<file path="src/rtl/mrx_pkg.sv">
package mrx_pkg;

  typedef enum logic [3:0] {
    ST_NONE  = 4'h0,
    ST_GROUP = 4'h5,
    ST_SHORT = 4'h7
  } mrx_code_e;

  typedef enum logic [1:0] {
    PH_IDLE,
    PH_LEN,
    PH_DATA
  } mrx_phase_e;

  function automatic logic is_read_code(input logic [3:0] c);
    return (c == 4'h0) || (c == 4'h3) || (c == 4'h4) ||
           (c == 4'h5) || (c == 4'h6) || (c == 4'h7);
  endfunction

endpackage

</file>
<file path="src/rtl/mrx_fifo.sv">
module mrx_fifo #(
  parameter int DW    = 8,
  parameter int DEPTH = 8
) (
  input  logic          clk,
  input  logic          rst_n,
  input  logic          push,
  input  logic [DW-1:0] push_data,
  input  logic          pop,
  output logic [DW-1:0] dout,
  output logic          empty,
  output logic          full
);
  localparam int AW    = (DEPTH > 1) ? $clog2(DEPTH) : 1;
  localparam int CNT_W = AW + 1;

  logic [DW-1:0]    mem [DEPTH];
  logic [AW-1:0]    wr_ptr, rd_ptr;
  logic [CNT_W-1:0] fill;
  logic             do_pop;

  assign empty  = (fill == '0);
  assign full   = (fill == CNT_W'(DEPTH));
  assign do_pop = pop && !empty;
  assign dout   = mem[rd_ptr];

  function automatic logic [AW-1:0] bump(input logic [AW-1:0] p);
    return (p == AW'(DEPTH - 1)) ? '0 : p + 1'b1;
  endfunction

  always_ff @(posedge clk) begin
    if (push) mem[wr_ptr] <= push_data;
  end

  always_ff @(posedge clk or negedge rst_n) begin
    if (!rst_n) begin
      wr_ptr <= '0;
      rd_ptr <= '0;
      fill   <= '0;
    end else begin
      if (push)   wr_ptr <= bump(wr_ptr);
      if (do_pop) rd_ptr <= bump(rd_ptr);
      if (push && !do_pop)      fill <= fill + 1'b1;
      else if (do_pop && !push) fill <= fill - 1'b1;
    end
  end

endmodule

</file>
<file path="src/rtl/mrx_frame_count.sv">
module mrx_frame_count #(
  parameter int LW        = 8,
  parameter int MAX_BYTES = 32,
  parameter int GROUP     = 8
) (
  input  logic          clk,
  input  logic          rst_n,
  input  logic          clr,
  input  logic          len_load,
  input  logic [LW-1:0] len_in,
  input  logic          inc,
  output logic [LW-1:0] len_q,
  output logic          hit_last,
  output logic          hit_max,
  output logic          hit_group
);
  localparam int LEN_SPAN = 1 << LW;
  localparam int TOP_CNT  = (MAX_BYTES > LEN_SPAN) ? MAX_BYTES : LEN_SPAN;
  localparam int CW       = $clog2(TOP_CNT + 1);

  logic [CW-1:0] cnt, cnt_nxt, len_eff;

  assign len_eff   = (len_q == '0) ? CW'(LEN_SPAN) : CW'(len_q);
  assign cnt_nxt   = cnt + 1'b1;
  assign hit_last  = (cnt_nxt == len_eff);
  assign hit_max   = (cnt_nxt == CW'(MAX_BYTES));
  assign hit_group = ((cnt_nxt % CW'(GROUP)) == '0);

  always_ff @(posedge clk or negedge rst_n) begin
    if (!rst_n) begin
      cnt   <= '0;
      len_q <= '0;
    end else begin
      if (clr)           cnt <= '0;
      else if (inc)      cnt <= cnt_nxt;
      if (len_load)      len_q <= len_in;
    end
  end

endmodule

</file>
<file path="src/rtl/mrx_frame_ctrl.sv">
module mrx_frame_ctrl
  import mrx_pkg::*;
(
  input  logic       clk,
  input  logic       rst_n,
  input  logic       cmd_valid,
  input  logic [3:0] cmd_code,
  input  logic       rx_valid,
  input  logic       rx_err,
  input  logic       buf_full,
  input  logic       buf_pop,
  input  logic       hit_last,
  input  logic       hit_max,
  input  logic       hit_group,
  input  logic       code_clr,
  output logic       cnt_clr,
  output logic       len_load,
  output logic       cnt_inc,
  output logic       buf_push,
  output logic       busy,
  output logic [3:0] state_code,
  output logic       rx_irq,
  output logic       overrun
);
  mrx_phase_e phase_q, phase_d;
  mrx_code_e  code_q, code_d;
  logic       irq_d, ovf_q, ovf_d;

  always_comb begin
    phase_d  = phase_q;
    code_d   = code_q;
    irq_d    = 1'b0;
    ovf_d    = ovf_q;
    cnt_clr  = 1'b0;
    len_load = 1'b0;
    cnt_inc  = 1'b0;
    buf_push = 1'b0;
    if (code_clr) code_d = ST_NONE;
    case (phase_q)
      PH_IDLE: begin
        if (cmd_valid && is_read_code(cmd_code)) begin
          phase_d = PH_LEN;
          cnt_clr = 1'b1;
          ovf_d   = 1'b0;
        end
      end
      PH_LEN: begin
        if (rx_valid) begin
          if (rx_err) begin
            phase_d = PH_IDLE;
            code_d  = ST_SHORT;
            irq_d   = 1'b1;
          end else begin
            len_load = 1'b1;
            phase_d  = PH_DATA;
          end
        end
      end
      PH_DATA: begin
        if (rx_valid) begin
          if (rx_err) begin
            phase_d = PH_IDLE;
            code_d  = ST_SHORT;
            irq_d   = 1'b1;
          end else if (buf_full && !buf_pop) begin
            ovf_d   = 1'b1;
            phase_d = PH_IDLE;
            code_d  = ST_SHORT;
            irq_d   = 1'b1;
          end else begin
            buf_push = 1'b1;
            cnt_inc  = 1'b1;
            if (hit_last) begin
              phase_d = PH_IDLE;
              code_d  = ST_GROUP;
              irq_d   = 1'b1;
            end else if (hit_max) begin
              phase_d = PH_IDLE;
              code_d  = ST_SHORT;
              irq_d   = 1'b1;
            end else if (hit_group) begin
              code_d = ST_GROUP;
              irq_d  = 1'b1;
            end
          end
        end
      end
      default: phase_d = PH_IDLE;
    endcase
  end

  always_ff @(posedge clk or negedge rst_n) begin
    if (!rst_n) begin
      phase_q <= PH_IDLE;
      code_q  <= ST_NONE;
      rx_irq  <= 1'b0;
      ovf_q   <= 1'b0;
    end else begin
      phase_q <= phase_d;
      code_q  <= code_d;
      rx_irq  <= irq_d;
      ovf_q   <= ovf_d;
    end
  end

  assign busy       = (phase_q != PH_IDLE);
  assign state_code = code_q;
  assign overrun    = ovf_q;

endmodule

</file>
<file path="src/rtl/mrx_rdbuf_ctrl.sv">
module mrx_rdbuf_ctrl #(
  parameter int DW        = 8,
  parameter int DEPTH     = 8,
  parameter int GROUP     = 8,
  parameter int MAX_BYTES = 32
) (
  input  logic          clk,
  input  logic          rst_n,
  input  logic          cmd_valid,
  input  logic [3:0]    cmd_code,
  input  logic          rx_valid,
  input  logic [DW-1:0] rx_data,
  input  logic          rx_err,
  output logic          rd_valid,
  input  logic          rd_ready,
  output logic [DW-1:0] rd_data,
  output logic [DW-1:0] len_rd,
  output logic [3:0]    state_code,
  output logic          rx_irq,
  output logic          overrun,
  output logic          busy,
  input  logic          code_clr
);
  logic buf_empty, buf_full, buf_push, buf_pop;
  logic cnt_clr, len_load, cnt_inc;
  logic hit_last, hit_max, hit_group;

  assign rd_valid = !buf_empty;
  assign buf_pop  = rd_valid && rd_ready;

  mrx_fifo #(.DW(DW), .DEPTH(DEPTH)) u_fifo (
    .clk(clk), .rst_n(rst_n),
    .push(buf_push), .push_data(rx_data),
    .pop(buf_pop), .dout(rd_data),
    .empty(buf_empty), .full(buf_full)
  );

  mrx_frame_count #(.LW(DW), .MAX_BYTES(MAX_BYTES), .GROUP(GROUP)) u_count (
    .clk(clk), .rst_n(rst_n),
    .clr(cnt_clr), .len_load(len_load), .len_in(rx_data), .inc(cnt_inc),
    .len_q(len_rd), .hit_last(hit_last), .hit_max(hit_max), .hit_group(hit_group)
  );

  mrx_frame_ctrl u_ctrl (
    .clk(clk), .rst_n(rst_n),
    .cmd_valid(cmd_valid), .cmd_code(cmd_code),
    .rx_valid(rx_valid), .rx_err(rx_err),
    .buf_full(buf_full), .buf_pop(buf_pop),
    .hit_last(hit_last), .hit_max(hit_max), .hit_group(hit_group),
    .code_clr(code_clr),
    .cnt_clr(cnt_clr), .len_load(len_load), .cnt_inc(cnt_inc), .buf_push(buf_push),
    .busy(busy), .state_code(state_code), .rx_irq(rx_irq), .overrun(overrun)
  );

endmodule

</file>
<file path="config.mk">
export PLATFORM = sky130hd
export DESIGN_NAME = mrx_rdbuf_ctrl
export DESIGN_NICKNAME = d
export VERILOG_FILES = /design/src/rtl/mrx_pkg.sv /design/src/rtl/mrx_fifo.sv /design/src/rtl/mrx_frame_count.sv /design/src/rtl/mrx_frame_ctrl.sv /design/src/rtl/mrx_rdbuf_ctrl.sv
export SDC_FILE = /design/constraint.sdc
export NUM_CORES = 1
export LEC_CHECK = 0
export ABC_AREA = 1
export CELL_PAD_IN_SITES_DETAIL_PLACEMENT = 1
export CELL_PAD_IN_SITES_GLOBAL_PLACEMENT = 2
export CORE_MARGIN = 1
export CORE_UTILIZATION = 40
export DETAILED_ROUTE_END_ITERATION = 12
export DONT_BUFFER_PORTS = 1
export GPL_ROUTABILITY_DRIVEN = 1
export GPL_TIMING_DRIVEN = 0
export PLACE_DENSITY_LB_ADDON = 0.1
export SLEW_MARGIN = 20
export SYNTH_ARGS = -nofsm -noshare
export SYNTH_HDL_FRONTEND = slang
export SYNTH_SLANG_ARGS = --single-unit
</file>
<file path="constraint.sdc">
create_clock -name clk -period 2.76 [get_ports clk]
set_input_delay 0.552 -clock clk [delete_from_list [all_inputs] [get_ports clk]]
set_output_delay 0.552 -clock clk [all_outputs]
set_load 0.005 [all_outputs]
</file>
==> flow_summary.yaml, run 1 <==
die:
  ios: 43
  core-area_sq_um: 11500
  rows: 39
  initial_core_util_pct: 41.3
  die-height_microns: 111
  dieArea_sq_um: 12300
  die_w_microns: 111
setup_path:
  slowest_stage: "dfrtp_1"
  crit_chain: "inv_1 > buf_1 > nor2_1 > o22ai_1 > nor2_1 > a31oi_1"
  cpPeakStageDelay_ns: 0.45
  crit_top_cell: "nor2_1"
  cp-start-kind: "register"
  path_class: "register to output port"
  critPathRequiredTime_ns: 2.21
  cp.arrival_ns: 2.07
  crit_fanout: 10
  endpoint_kind: "output port"
synth:
  syn_inst: 491
  synthMuxAreaShare_pct: 0.476
  synth_xor_area_share_pct: 0.926
  synth_compound_gate_area_share_pct: 10.8
  syn_area_per_cell_sq_um: 9.64
  ys_warn_count: 0
  ys_ff_latch: 99
  synth_top_family_by_area: "simple AND/OR/NAND/NOR gates"
  synthFlopType: "edfxtp_1"
  synth_edf_count: 64
  synthAdderAreaFrac_pct: 3.60
  synth.net_count: 523
  async_flop_share_pct: 35.4
  yosysSeqAreaShare_pct: 59.1
  synth-simple-area-share_pct: 20.4
  yosysUniqueCellTypes: 34
  synthesis.area_sq_um: 4730
cells_and_area:
  fin_nets: 538
  n_fill_cell: 1284
  layout-drive-gt1-share_pct: 12.3
  mostFrequentLayoutCells: "nor2_1 (92), nand2_1 (74), edfxtp_1 (64)"
  final_cells: 654
  final_common_cell: "nor2_1"
  diodes: 0
  area_growth_pct: 12.6
  final_util_pct: 46.5
timing:
  hold_viol: 0
  finalCritPeriodShare_pct: 94.8
  timing.fmax_mhz: 382
  whs_ns: 0.0446
  min_period_ns: 2.62
  drv_slew: 0
  finClkSkew_ns: 0.00718
  slew_headroom_pct: 26.3
  tns_ns: 0
  setup_violations: 0
  worstMarginPinSlew_ns: 1.10
clocking:
  path_clk_slew_ns: 0.07
  ctsLongestPathBuffers: 2
  clkSinkCount: 99
  numCtsBuffers: 9
  htree_num_levels: 3
  cts_tree: "yes"
  worstSkewPairLatency_ns: 0.34
  root_buffer: "clkbuf_16"
detailed_routing:
  wl_per_cell_microns: 18.5
  drc_errors: 0
  drt_iter0_drc: 168
  wl_mm: 12.1
  ant_nets: 0
  vias: 3475
  vias_per_cell: 5.31
  first_pass_iters: 4
flow_run:
  max_cap_violations: 0
power_and_ir_drop:
  p_leak_nw: 2.14
  powerDensity_nw_per_um2: 969
  vdd_ir_drop_max_v: 0.000381
  power_mw: 5.17
worst_hold_path:
  hp-class: "input pin to asynchronous set/reset pin"
global_routing:
  grtUsageTotal_pct: 20.8
  grt_max_degree: 36
  antenna_found_initial: 0
  grt_first_pass_wirelength_mm: 19.6
  grt-ovfl-total: 0
  grt_pass1_vias: 3602
placed_design:
  place.gp.congestion: 0.788
  port_buffers: 0
  placed_cells_incl_taps: 634
  hpwl_mm: 8.51
run_status:
  status: "complete, no violations"
stage by stage:
step	area (sq um)	worst slack (ns)
after floorplan	4730	0.315
after global placement	4910	-0.162
after detailed placement	4910	-0.210
after CTS	5280	-0.0447
after global routing	5330	-0.00177
final	5330	0.143
power by group:
part | switching (mW) | internal (mW)
clock network | 0.589 | 0.811
logic | 1.13 | 0.592
registers | 0.261 | 1.79
metal layers:
layer	vias to the layer above	share of wire (%)	global-route usage, %
met2	61	51	36.8
met5	-	0	0
met4	0	0.80	4.36
met3	9	3.7	3.94
met1	1713	45	26.5
li1	1692	-	-
cells by family after synthesis:
family	count (synthesis)
AOI/OAI and AO/OA	91
xor gates and xnor gates	5
muxes	2
DFF	99
buffers and inverters	58
and+or+nand+nor	223
adders and majority gates	13
path summary, 6_finish.rpt:
kind	startpoint	endpoint	slack [ns]	depth (start not counted)
worst max-delay path	u_fifo.rd_ptr[0]	rd_data[1]	0.14	6
worst min-delay path	rst_n	u_count.len_q[5]	0.04	1
worst max register to register	u_ctrl.phase_q[0]	u_fifo.mem[3][1]	0.18	8
worst min register to register	u_ctrl.phase_q[0]	u_ctrl.phase_q[0]	0.53	2
max in group asynchronous	rst_n	u_fifo.fill[0]	2.51	1
min in group clk	rx_data[6]	u_fifo.mem[6][6]	0.30	0
worst max-delay path: cells and delay by family, from the launching register on:
kind	cells	cell delay, ns
AOI/OAI and AO/OA	2	0.47
buffers and inverters	2	0.65
DFF	1	0.45
and+or+nand+nor	2	0.16
cell type report:
class / count / area [sq um] / area share, %
Sequential cell: 99 / 2800 / 52.5
Multi-Input combinational cell: 334 / 1750 / 32.9
Clock buffer: 9 / 225 / 4.23
Inverter: 48 / 185 / 3.48
Tap cell: 143 / 179 / 3.36
Clock inverter: 7 / 106 / 2.00
Timing Repair Buffer: 4 / 42.5 / 0.798
Buffer: 10 / 40.0 / 0.751
timing repair:
| action | CTS | global route |
|---|---|---|
| pin swaps | 1 | 2 |
| buffers inserted | 1 | 2 |
| hold endpoints to repair | 35 | 0 |
| hold buffers | 1 | 0 |
| endpoints found under the setup margin | 18 | 27 |
| resized for setup | 3 | 14 |
Yosys cell counts (2+ instances only):
| master | number | share of area, % |
|---|---|---|
| inv_2 | 2 | 0.16 |
| ha_1 | 12 | 3.2 |
| nor2_1 | 94 | 7.5 |
| inv_1 | 45 | 3.6 |
| a31oi_1 | 8 | 1.1 |
| nand2_2 | 12 | 1.6 |
| o21ai_0 | 44 | 4.7 |
| nor2_2 | 5 | 0.66 |
| edfxtp_1 | 64 | 41 |
| nand2_1 | 76 | 6.0 |
| a21oi_2 | 3 | 0.56 |
| xnor2_1 | 3 | 0.56 |
| xor2_1 | 2 | 0.37 |
| dfrtp_1 | 35 | 19 |
| o22ai_1 | 12 | 1.6 |
| a21oi_1 | 19 | 2.0 |
| nand3_1 | 27 | 2.9 |
| clkbuf_1 | 10 | 0.79 |
| nand3_2 | 2 | 0.42 |
| mux2_2 | 2 | 0.48 |
flip-flops by register name, indices dropped and copies added, names as in the netlist:
signal	cells
u_fifo.mem	64
u_count.cnt	9
u_count.len_q	8
u_ctrl.state_code	4
u_fifo.fill	4
u_fifo.rd_ptr	3
u_fifo.wr_ptr	3
u_ctrl.phase_q	2
u_ctrl.overrun	1
u_ctrl.rx_irq	1
(Power assumes the default switching activity.)
==> inputs of run 2 (changes only) <==
- HOLD_SLACK_MARGIN: unset -> 0.05
==> flow_summary.yaml, run 2 (same netlist as run 1, synthesis figures left out) <==
run_status:
  status: "complete, no violations"
die:
  ios: 43
  core-area_sq_um: 11500
  die-height_microns: 111
  rows: 39
  initial_core_util_pct: 41.3
  die_w_microns: 111
  dieArea_sq_um: 12300
timing:
  finClkSkew_ns: 0.00824
  hold_viol: 0
  min_period_ns: 2.62
  finalCritPeriodShare_pct: 94.9
  worstMarginPinSlew_ns: 1.06
  drv_slew: 0
  setup_violations: 0
  timing.fmax_mhz: 382
  slew_headroom_pct: 28.8
cells_and_area:
  largest_reg_flops: 64
  final_area_sq_um: 5340
  layout-drive-gt1-share_pct: 12.3
  diodes: 0
  final_common_cell: "nor2_1"
  area_growth_pct: 12.9
  regMostFlops: "u_fifo.mem"
  mostFrequentLayoutCells: "nor2_1 (92), nand2_1 (74), edfxtp_1 (64)"
  fin_nets: 539
  reg_top3: "u_fifo.mem: 64 flops, u_count.cnt: 9 flops, u_count.len_q: 8 flops"
placed_design:
  place.gp.congestion: 0.788
  hpwl_mm: 8.51
  port_buffers: 0
  placed_cell_area_sq_um: 4910
clocking:
  htree_num_levels: 3
  numCtsBuffers: 9
  root_buffer: "clkbuf_16"
  path_clk_slew_ns: 0.07
  cts_tree: "yes"
  ctsLongestPathBuffers: 2
  worstSkewPairLatency_ns: 0.34
  clkSinkCount: 99
power_and_ir_drop:
  powerDensity_nw_per_um2: 969
  power_mw: 5.17
  switching_share_pct: 38.3
  p_leak_nw: 2.15
  power_frac_seq_pct: 39.6
  vdd_ir_drop_max_v: 0.000381
  p_sw_mw: 1.98
  power_frac_comb_pct: 33.2
  p_int_mw: 3.19
  pwr-share-clk_pct: 27.2
worst_hold_path:
  hp-class: "input pin to register"
detailed_routing:
  wl_per_cell_microns: 18.6
  drc_errors: 0
  vias: 3459
  wl_mm: 12.2
  vias_per_cell: 5.28
  first_pass_iters: 5
  drt_iter0_drc: 171
  ant_nets: 0
setup_path:
  critPathRequiredTime_ns: 2.21
  crit_chain: "inv_1 > buf_1 > nor2_1 > o22ai_1 > nor2_1 > a31oi_1"
  crit_top_cell: "nor2_1"
  path_class: "register to output port"
  slowest_stage: "dfrtp_1"
  cpPeakStageDelay_ns: 0.45
  endpoint_kind: "output port"
  cp-start-kind: "register"
  cp.arrival_ns: 2.07
  crit_fanout: 10
global_routing:
  grt_pass1_vias: 3612
  antenna_found_initial: 0
  grt_first_pass_wirelength_mm: 19.6
  grt-ovfl-total: 0
  grt_max_degree: 36
  grtUsageTotal_pct: 20.8
flow_run:
  max_cap_violations: 0
-- run 2: cell types whose count changed in the layout (fill, tap and decap cells not counted) --
cell           change
dlygate4sd3_1      +1
-- run 2: repair_timing --
item | in CTS | in global routing
endpoints found under the setup margin | 18 | 27
hold endpoints to repair | 35 | 0
pin swaps | 1 | 2
hold buffers | 2 | 0
setup buffers | 1 | 2
resized for setup | 3 | 14
-- run 2: final cells by class --
cell class	count	area, sq um
sequential	99	2800
buffer	10	40.0
timing repair buffer	5	52.6
tap	143	179
multi-input combinational	334	1750
clock buffer	9	225
fill	1281	6130
inverter	48	185
clock inverter	7	106
-- run 2: per-stage QoR --
step | TNS [ns] | instances | hold WS, ns | setup slack, ns | utilization, %
floorplan | 0 | 491 | 0.256 | 0.315 | -
global route | -0.00177 | 655 | 0.286 | -0.00177 | 46.6
CTS | -0.0447 | 653 | 0.294 | -0.0447 | 46.1
global placement | -0.251 | 634 | 0.259 | -0.162 | 42.8
detailed placement | -0.974 | 634 | 0.258 | -0.210 | 42.8
finish | 0 | 655 | 0.301 | 0.142 | 46.6
-- run 2: worst paths after layout --
check,startpoint,endpoint,slack (ns),cells past startpoint
worst max register to register,u_ctrl.phase_q[0],u_fifo.mem[3][1],0.22,8
worst min-delay path,rx_data[2],u_fifo.mem[7][2],0.30,0
worst min register to register,u_ctrl.phase_q[0],u_ctrl.phase_q[0],0.53,2
min in group asynchronous,rst_n,u_count.len_q[6],0.72,2
worst max-delay path,u_fifo.rd_ptr[0],rd_data[1],0.14,6
max in group asynchronous,rst_n,u_fifo.fill[0],1.83,2
-- run 2: per-layer routing --
| layer | vias up | global-route usage [%] | wire, microns |
|---|---|---|---|
| met5 | - | 0 | 0 |
| met1 | 1706 | 26.6 | 5540 |
| met3 | 6 | 3.94 | 367 |
| met2 | 51 | 36.8 | 6180 |
| li1 | 1696 | - | - |
| met4 | 0 | 4.36 | 65 |
-- run 2: power groups by stage --
stage	combinational, mW	sequential (mW)	clock, mW
after floorplan	1.24	1.98	0
after global placement	1.64	2.06	0
after detailed placement	1.68	2.07	0
after CTS	1.72	2.04	1.42
after global routing	1.98	2.08	1.48
final	1.72	2.05	1.41
-- run 2: critical path: cells and delay by family, from the launching register on --
family | cells | cell delay, ns
buffers and inverters | 2 | 0.65
AOI/OAI and AO/OA | 2 | 0.47
DFF | 1 | 0.45
and+or+nand+nor | 2 | 0.16
